File: config.mk
export PLATFORM = sky130hd
export DESIGN_NAME = sixstep_pwm
export DESIGN_NICKNAME = d
export VERILOG_FILES = /design/src/rtl/sixstep_pkg.sv /design/src/rtl/sx_pwm_counter.sv /design/src/rtl/sx_commut_src.sv /design/src/rtl/sx_step_seq.sv /design/src/rtl/sx_brk_fsm.sv /design/src/rtl/sixstep_pwm.sv
export SDC_FILE = /design/constraint.sdc
export NUM_CORES = 1
export LEC_CHECK = 0
export BUFFER_PORTS_ARGS = -buffer_cell sky130_fd_sc_hd__buf_2
export CAP_MARGIN = 5
export CORE_MARGIN = 5
export CORE_UTILIZATION = 50
export CTS_CLUSTER_SIZE = 30
export DETAILED_ROUTE_END_ITERATION = 6
export PLACE_DENSITY = 0.77
export SYNTH_ARGS = -nofsm -noshare
export SYNTH_HDL_FRONTEND = slang
export SYNTH_SLANG_ARGS = --single-unit
File: constraint.sdc
create_clock -name clk -period 1.8 [get_ports clk]
set_clock_uncertainty 0.2 [all_clocks]
set_input_delay 0.09 -clock clk [delete_from_list [all_inputs] [get_ports clk]]
set_output_delay 0.09 -clock clk [all_outputs]
set_load 0.1 [all_outputs]
File: src/rtl/sixstep_pkg.sv
package sixstep_pkg;
    localparam int NEN = 6;
    typedef logic [NEN-1:0] en_vec_t;
    typedef enum logic [1:0] {BRK_ARMED, BRK_TRIPPED, BRK_REARM_WAIT} brk_state_e;

    // bit0..2 = A/B/C high side, bit3..5 = A/B/C low side
    function automatic en_vec_t step_pattern(input logic [2:0] s);
        en_vec_t p;
        unique case (s)
            3'd1:    p = 6'h11;
            3'd2:    p = 6'h14;
            3'd3:    p = 6'h0C;
            3'd4:    p = 6'h0A;
            3'd5:    p = 6'h22;
            3'd6:    p = 6'h21;
            default: p = 6'h00;
        endcase
        return p;
    endfunction
endpackage

File: src/rtl/sx_pwm_counter.sv
module sx_pwm_counter #(
    parameter int CNT_W = 10
) (
    input  logic             clk,
    input  logic             rst_n,
    input  logic [CNT_W-1:0] duty,
    output logic             pwm_on,
    output logic [CNT_W-1:0] cnt
);
    always_ff @(posedge clk) begin
        if (!rst_n) cnt <= '0;
        else        cnt <= cnt + 1'b1;
    end

    always_comb pwm_on = (cnt < duty);

    // counter walks every value once per period
    a_r2_cnt_step: assert property (@(posedge clk) disable iff (!rst_n)
        $past(rst_n) |-> cnt == $past(cnt) + 1'b1);
endmodule

File: src/rtl/sx_commut_src.sv
module sx_commut_src #(
    parameter int SYNC_STAGES = 2
) (
    input  logic clk,
    input  logic rst_n,
    input  logic com_sw,
    input  logic com_trig,
    output logic comm_evt
);
    logic [SYNC_STAGES-1:0] sync_q;
    logic                   prev_q;
    logic                   trig_edge;

    always_ff @(posedge clk) begin
        if (!rst_n) begin
            sync_q <= '0;
            prev_q <= 1'b0;
        end else begin
            sync_q <= {sync_q[SYNC_STAGES-2:0], com_trig};
            prev_q <= sync_q[SYNC_STAGES-1];
        end
    end

    always_comb begin
        trig_edge = sync_q[SYNC_STAGES-1] & ~prev_q;
        comm_evt  = com_sw | trig_edge;   // merged into one event
    end

    // an edge is reported for one cycle only
    a_r7_edge_single: assert property (@(posedge clk) disable iff (!rst_n)
        trig_edge |=> !trig_edge);
endmodule

File: src/rtl/sx_step_seq.sv
module sx_step_seq
    import sixstep_pkg::*;
(
    input  logic    clk,
    input  logic    rst_n,
    input  logic    adv,
    output en_vec_t pattern
);
    logic [2:0] step_q;

    always_ff @(posedge clk) begin
        if (!rst_n)      step_q <= 3'd1;
        else if (adv)    step_q <= (step_q == 3'd6) ? 3'd1 : step_q + 3'd1;
    end

    always_comb pattern = step_pattern(step_q);

    a_r10_step_range: assert property (@(posedge clk) disable iff (!rst_n)
        step_q >= 3'd1 && step_q <= 3'd6);
    a_r10_wrap: assert property (@(posedge clk) disable iff (!rst_n)
        adv && step_q == 3'd6 |=> step_q == 3'd1);
    a_r9_pair: assert property (@(posedge clk) disable iff (!rst_n)
        $countones(pattern) == 2);
endmodule

File: src/rtl/sx_brk_fsm.sv
module sx_brk_fsm
    import sixstep_pkg::*;
(
    input  logic clk,
    input  logic rst_n,
    input  logic brk_in,
    input  logic rearm,
    output logic armed
);
    brk_state_e state_q, state_d;

    always_ff @(posedge clk) begin
        if (!rst_n) state_q <= BRK_ARMED;
        else        state_q <= state_d;
    end

    always_comb begin
        state_d = state_q;
        unique case (state_q)
            BRK_ARMED:      if (brk_in) state_d = BRK_TRIPPED;
            BRK_TRIPPED:    if (!brk_in) state_d = BRK_REARM_WAIT;
            BRK_REARM_WAIT: begin
                if (brk_in)     state_d = BRK_TRIPPED;
                else if (rearm) state_d = BRK_ARMED;
            end
            default:        state_d = BRK_TRIPPED;
        endcase
    end

    always_comb armed = (state_q == BRK_ARMED) & ~brk_in;

    // a fault always leaves the machine out of ARMED next cycle
    a_r12_latched: assert property (@(posedge clk) disable iff (!rst_n)
        brk_in |=> state_q != BRK_ARMED);
    a_r12_rearm_only: assert property (@(posedge clk) disable iff (!rst_n)
        state_q != BRK_ARMED ##1 state_q == BRK_ARMED |-> $past(rearm) && !$past(brk_in));
endmodule

File: src/rtl/sixstep_pwm.sv
module sixstep_pwm
    import sixstep_pkg::*;
#(
    parameter int CNT_W = 10,
    parameter int SYNC_STAGES = 2
) (
    input  logic             clk,
    input  logic             rst_n,
    input  logic [CNT_W-1:0] duty,
    input  logic             auto_mode,
    input  logic             shd_wr,
    input  logic [5:0]       shd_mask,
    input  logic [5:0]       shd_data,
    input  logic             com_sw,
    input  logic             com_trig,
    input  logic             brk_in,
    input  logic             rearm,
    output logic [2:0]       out_hi,
    output logic [2:0]       out_lo
);
    en_vec_t          shadow_q, live_q, seq_pat, gated;
    logic             comm_evt, pwm_on, armed;
    logic [CNT_W-1:0] cnt;

    sx_pwm_counter #(.CNT_W(CNT_W)) u_cnt (
        .clk(clk), .rst_n(rst_n), .duty(duty), .pwm_on(pwm_on), .cnt(cnt));

    sx_commut_src #(.SYNC_STAGES(SYNC_STAGES)) u_src (
        .clk(clk), .rst_n(rst_n), .com_sw(com_sw), .com_trig(com_trig),
        .comm_evt(comm_evt));

    sx_step_seq u_seq (
        .clk(clk), .rst_n(rst_n), .adv(comm_evt & auto_mode), .pattern(seq_pat));

    sx_brk_fsm u_brk (
        .clk(clk), .rst_n(rst_n), .brk_in(brk_in), .rearm(rearm), .armed(armed));

    always_ff @(posedge clk) begin
        if (!rst_n) begin
            shadow_q <= '0;
            live_q   <= '0;
        end else begin
            if (shd_wr)
                shadow_q <= (shadow_q & ~shd_mask) | (shd_data & shd_mask);
            if (comm_evt)
                live_q <= auto_mode ? seq_pat : shadow_q;
        end
    end

    always_comb begin
        gated  = (armed && pwm_on) ? live_q : '0;
        out_hi = gated[2:0];
        out_lo = gated[5:3];
    end

    a_r4_live_hold: assert property (@(posedge clk) disable iff (!rst_n)
        !comm_evt |=> $stable(live_q));
    a_r11_break_low: assert property (@(posedge clk) disable iff (!rst_n)
        brk_in |-> (out_hi == 3'b000 && out_lo == 3'b000));
    a_r2_duty_window: assert property (@(posedge clk) disable iff (!rst_n)
        (|{out_hi, out_lo}) |-> cnt < duty);
    a_r1_reset_low: assert property (@(posedge clk) disable iff (!rst_n)
        $rose(rst_n) |-> live_q == '0);
endmodule

==> out/results.txt <==
CP Max Fanout -> 4
CTS tree -> yes
P_leak -> 0.001124 uW
Relative slew slack -> 71.89%
Reg2reg end -> u_brk.state_q[1]
Slowest-stage cell, CP -> dfxtp_2
Routed WL per cell -> 15.09 um
Hpwl dp -> 2735 um
Syn avg cell area -> 8.475 sq um
DR vias -> 1638
Outcome -> complete, but fails checks
Drt total wl -> 4603 um
Comb power frac -> 18.5%
Drt pass-1 iters -> 4
Starting Density -> 51.08%
CTS Buf Count -> 5
Reg-to-Reg Start -> u_brk.state_q[0]
Arrival time worst endpoint -> 2.03 ns
Internal cell power -> 1338 uW
Cell Area, Synth -> 0.001534 sq mm
Worst setup margin -> -0.5225 ns
Post-synth top area cell -> dfxtp_1
CP Launch Type -> register
Syn Nets -> 222
WP data required -> 1.51 ns
Post-route minimum period -> 2.322 ns
Root Driver -> clkbuf_4
Num ports -> 36
Tcrit/Tclk final -> 129.0%
Port bufs -> 35
Pwr Total -> 1770 uW
Synth unique cells -> 33
# setup viols final -> 6
Residual DRC count -> 0
Initial detailed-routing violation count -> 64
Final Hold Viols -> 0
Seq pwr share -> 40.9%
Largest net degree at the start of global routing -> 14
H-tree depth -> 2
Yosys reg bits -> 30
Synth top area share -> 39.15%
Critical path launch point -> u_cnt.cnt[9]
PD cells -> 699.8 mW/mm^2
Seq/Total Area, Yosys -> 39.15%
Max-slew violation count -> 0
CP Cell Sequence -> ha_4 -> nand4_1 -> o31ai_2 -> buf_4 -> and4bb_2 -> buf_12
First-pass GRT wire length -> 7521 um
Antenna-violating nets left -> 0
CTS Buffer Depth -> 2
Worst reg2reg path depth -> 5
Violated checks -> negative setup slack
Die W -> 65.39 um
Worst-path clk slew -> 0.10 ns
Core area -> 0.003003 sq mm
Crit path largest cell delay -> 0.35 ns
Synth Instances -> 181
Grt total ovfl -> 0
RSZ-0062 raised after global routing -> yes
# diodes -> 0
Class of the worst hold path -> register to register
Setup crit end -> out_hi[1]
GRT Overall Usage -> 23.61%
Die Ht -> 65.39 um
Switching Fraction -> 24.44%
Clk Latency, worst-skew pair -> 0.34 ns
Yosys warnings -> 0
Vias in the first global route -> 1718
Reg2reg setup slack -> 0.11 ns
Synth area leaders -> dfxtp_1 (39%), ha_1 (9.0%), nand2_1 (5.1%)
Fill cell count -> 159
Share of layout cells above drive strength 1 -> 32.72%
Net Sw Power -> 432.6 uW
Gpl congestion -> 0.7927
VDD IR max -> 511.5 uV
Final #Nets -> 312
Share of total power in the clock network -> 40.6%
Crit. End Element -> output port
Fmax -> 0.4306 GHz
Crit Path Class -> register to output port
Num rows -> 20
Max Cap Violations -> 0
Final Util -> 84.25%
CTS sink cnt -> 30
Synth-to-layout area growth -> 64.93%
Initial antenna violation count -> 0
Avg Vias per Cell -> 5.370
Die ar. -> 0.004276 sq mm
Least-Margin Pin Slew -> 0.4217 ns
## layout by cell type (no fill, tap or decap), types with 3 or more instances in the layout
cell	count
a21oi_1	12
a31oi_1	3
and2_1	4
and3_1	3
and4bb_2	5
buf_12	6
buf_2	29
buf_4	21
clkbuf_4	5
dfxtp_1	23
dfxtp_2	7
dlygate4sd3_1	32
ha_1	5
ha_4	6
inv_1	14
nand2_1	21
nand2b_1	3
nand3_1	11
nand4_1	4
nor2_1	12
o211ai_1	3
o21ai_0	5
xnor2_1	3
xor2_1	7
## per-layer routing
layer  vias up  routed length (um)  GRT usage (%)
li1        819                   -              -
met1       756                1812          25.00
met2        54                2433          45.01
met3         9                 277          7.009
met4         0                  78          5.959
met5         -                   0              0
## cell usage after synthesis
library cell,instances
clkbuf_1,3
and4bb_2,6
mux2i_1,1
dfxtp_1,30
o2111ai_1,2
o21ai_1,2
buf_2,4
nand2_1,21
a21oi_1,14
o211ai_1,3
nor4_1,1
xnor2_1,3
nand2b_1,3
a31oi_1,3
nor3_1,2
and3_1,3
o31ai_1,2
mux2_2,1
nor2b_1,2
and4_1,1
or2_2,1
o21ai_0,5
o211a_1,1
inv_1,14
nand3_1,11
clkinv_1,1
nor2_1,12
o221ai_1,2
xor2_1,7
ha_1,11
and2_1,4
a21o_1,1
nand4_1,4
## worst max-delay path: cells and delay by family, from the launching register on
| kind | cells | cell delay [ns] |
|---|---|---|
| compound gates | 1 | 0.35 |
| simple gates | 2 | 0.38 |
| buf+inv | 2 | 0.35 |
| flops | 1 | 0.35 |
| fa+ha+maj | 1 | 0.27 |
## power by group through the flow
stage	clock network (uW)	logic, uW	registers (uW)
2_1_floorplan	0	159	725
3_3_place_gp	0	241	736
3_5_place_dp	0	246	737
4_1_cts	725	315	722
5_1_grt	760	356	728
6_report	719	328	724
## kinds of logic after synthesis
logic type      Yosys count  share of synthesized area [%]
simple gates             71                          25.12
compound gates           35                          13.95
flops                    30                          39.15
buf+inv                  22                          5.709
fa+ha+maj                11                          8.972
xor+xnor                 10                          5.710
mux                       2                          1.387
## metrics by stage
step                instances  setup TNS (ns)  setup slack, ns  hold slack [ns]  cell area [sq um]
finish                    305          -3.035          -0.5225           0.2540               2530
CTS                       305          -2.707          -0.4673           0.2583               2507
global route              305          -3.444          -0.5881           0.2902               2530
global placement          258         -0.8279          -0.1462          0.09545               1933
floorplan                 181         -0.5752          -0.1150         -0.03069               1538
detailed placement        258          -1.056          -0.1898          0.09181               1933
## area by class of cell
cell class,instances,area (sq um),area share [%]
flip-flops and latches,30,609.3,24.09
well taps,33,41.29,1.632
multi-input cells,129,943.4,37.29
repair buffers,90,768.2,30.37
clock buffers,6,51.30,2.028
inverters,15,56.30,2.226
clock inverters,2,60.06,2.374
## worst min path at each step
stage,startpoint,end,slack [ns],cells past startpoint
floorplan,brk_in,u_brk.state_q[1],-0.03,1
global placement,brk_in,u_brk.state_q[1],0.1,2
detailed placement,brk_in,u_brk.state_q[1],0.09,2
CTS,u_src.sync_q[0],u_src.sync_q[1],0.26,1
global route,u_src.sync_q[0],u_src.sync_q[1],0.29,1
finish,u_src.sync_q[0],u_src.sync_q[1],0.25,1
## timing repair
| action | CTS | global route |
|---|---|---|
| setup buffers | 5 | 0 |
| resized for setup | 14 | 5 |
| setup endpoints to repair | 6 | 9 |
| hold buffers | 34 | 0 |
| pin swaps | 13 | 2 |
| hold endpoints to repair | 20 | 0 |
Note: power is estimated with default switching activity, not from simulation.
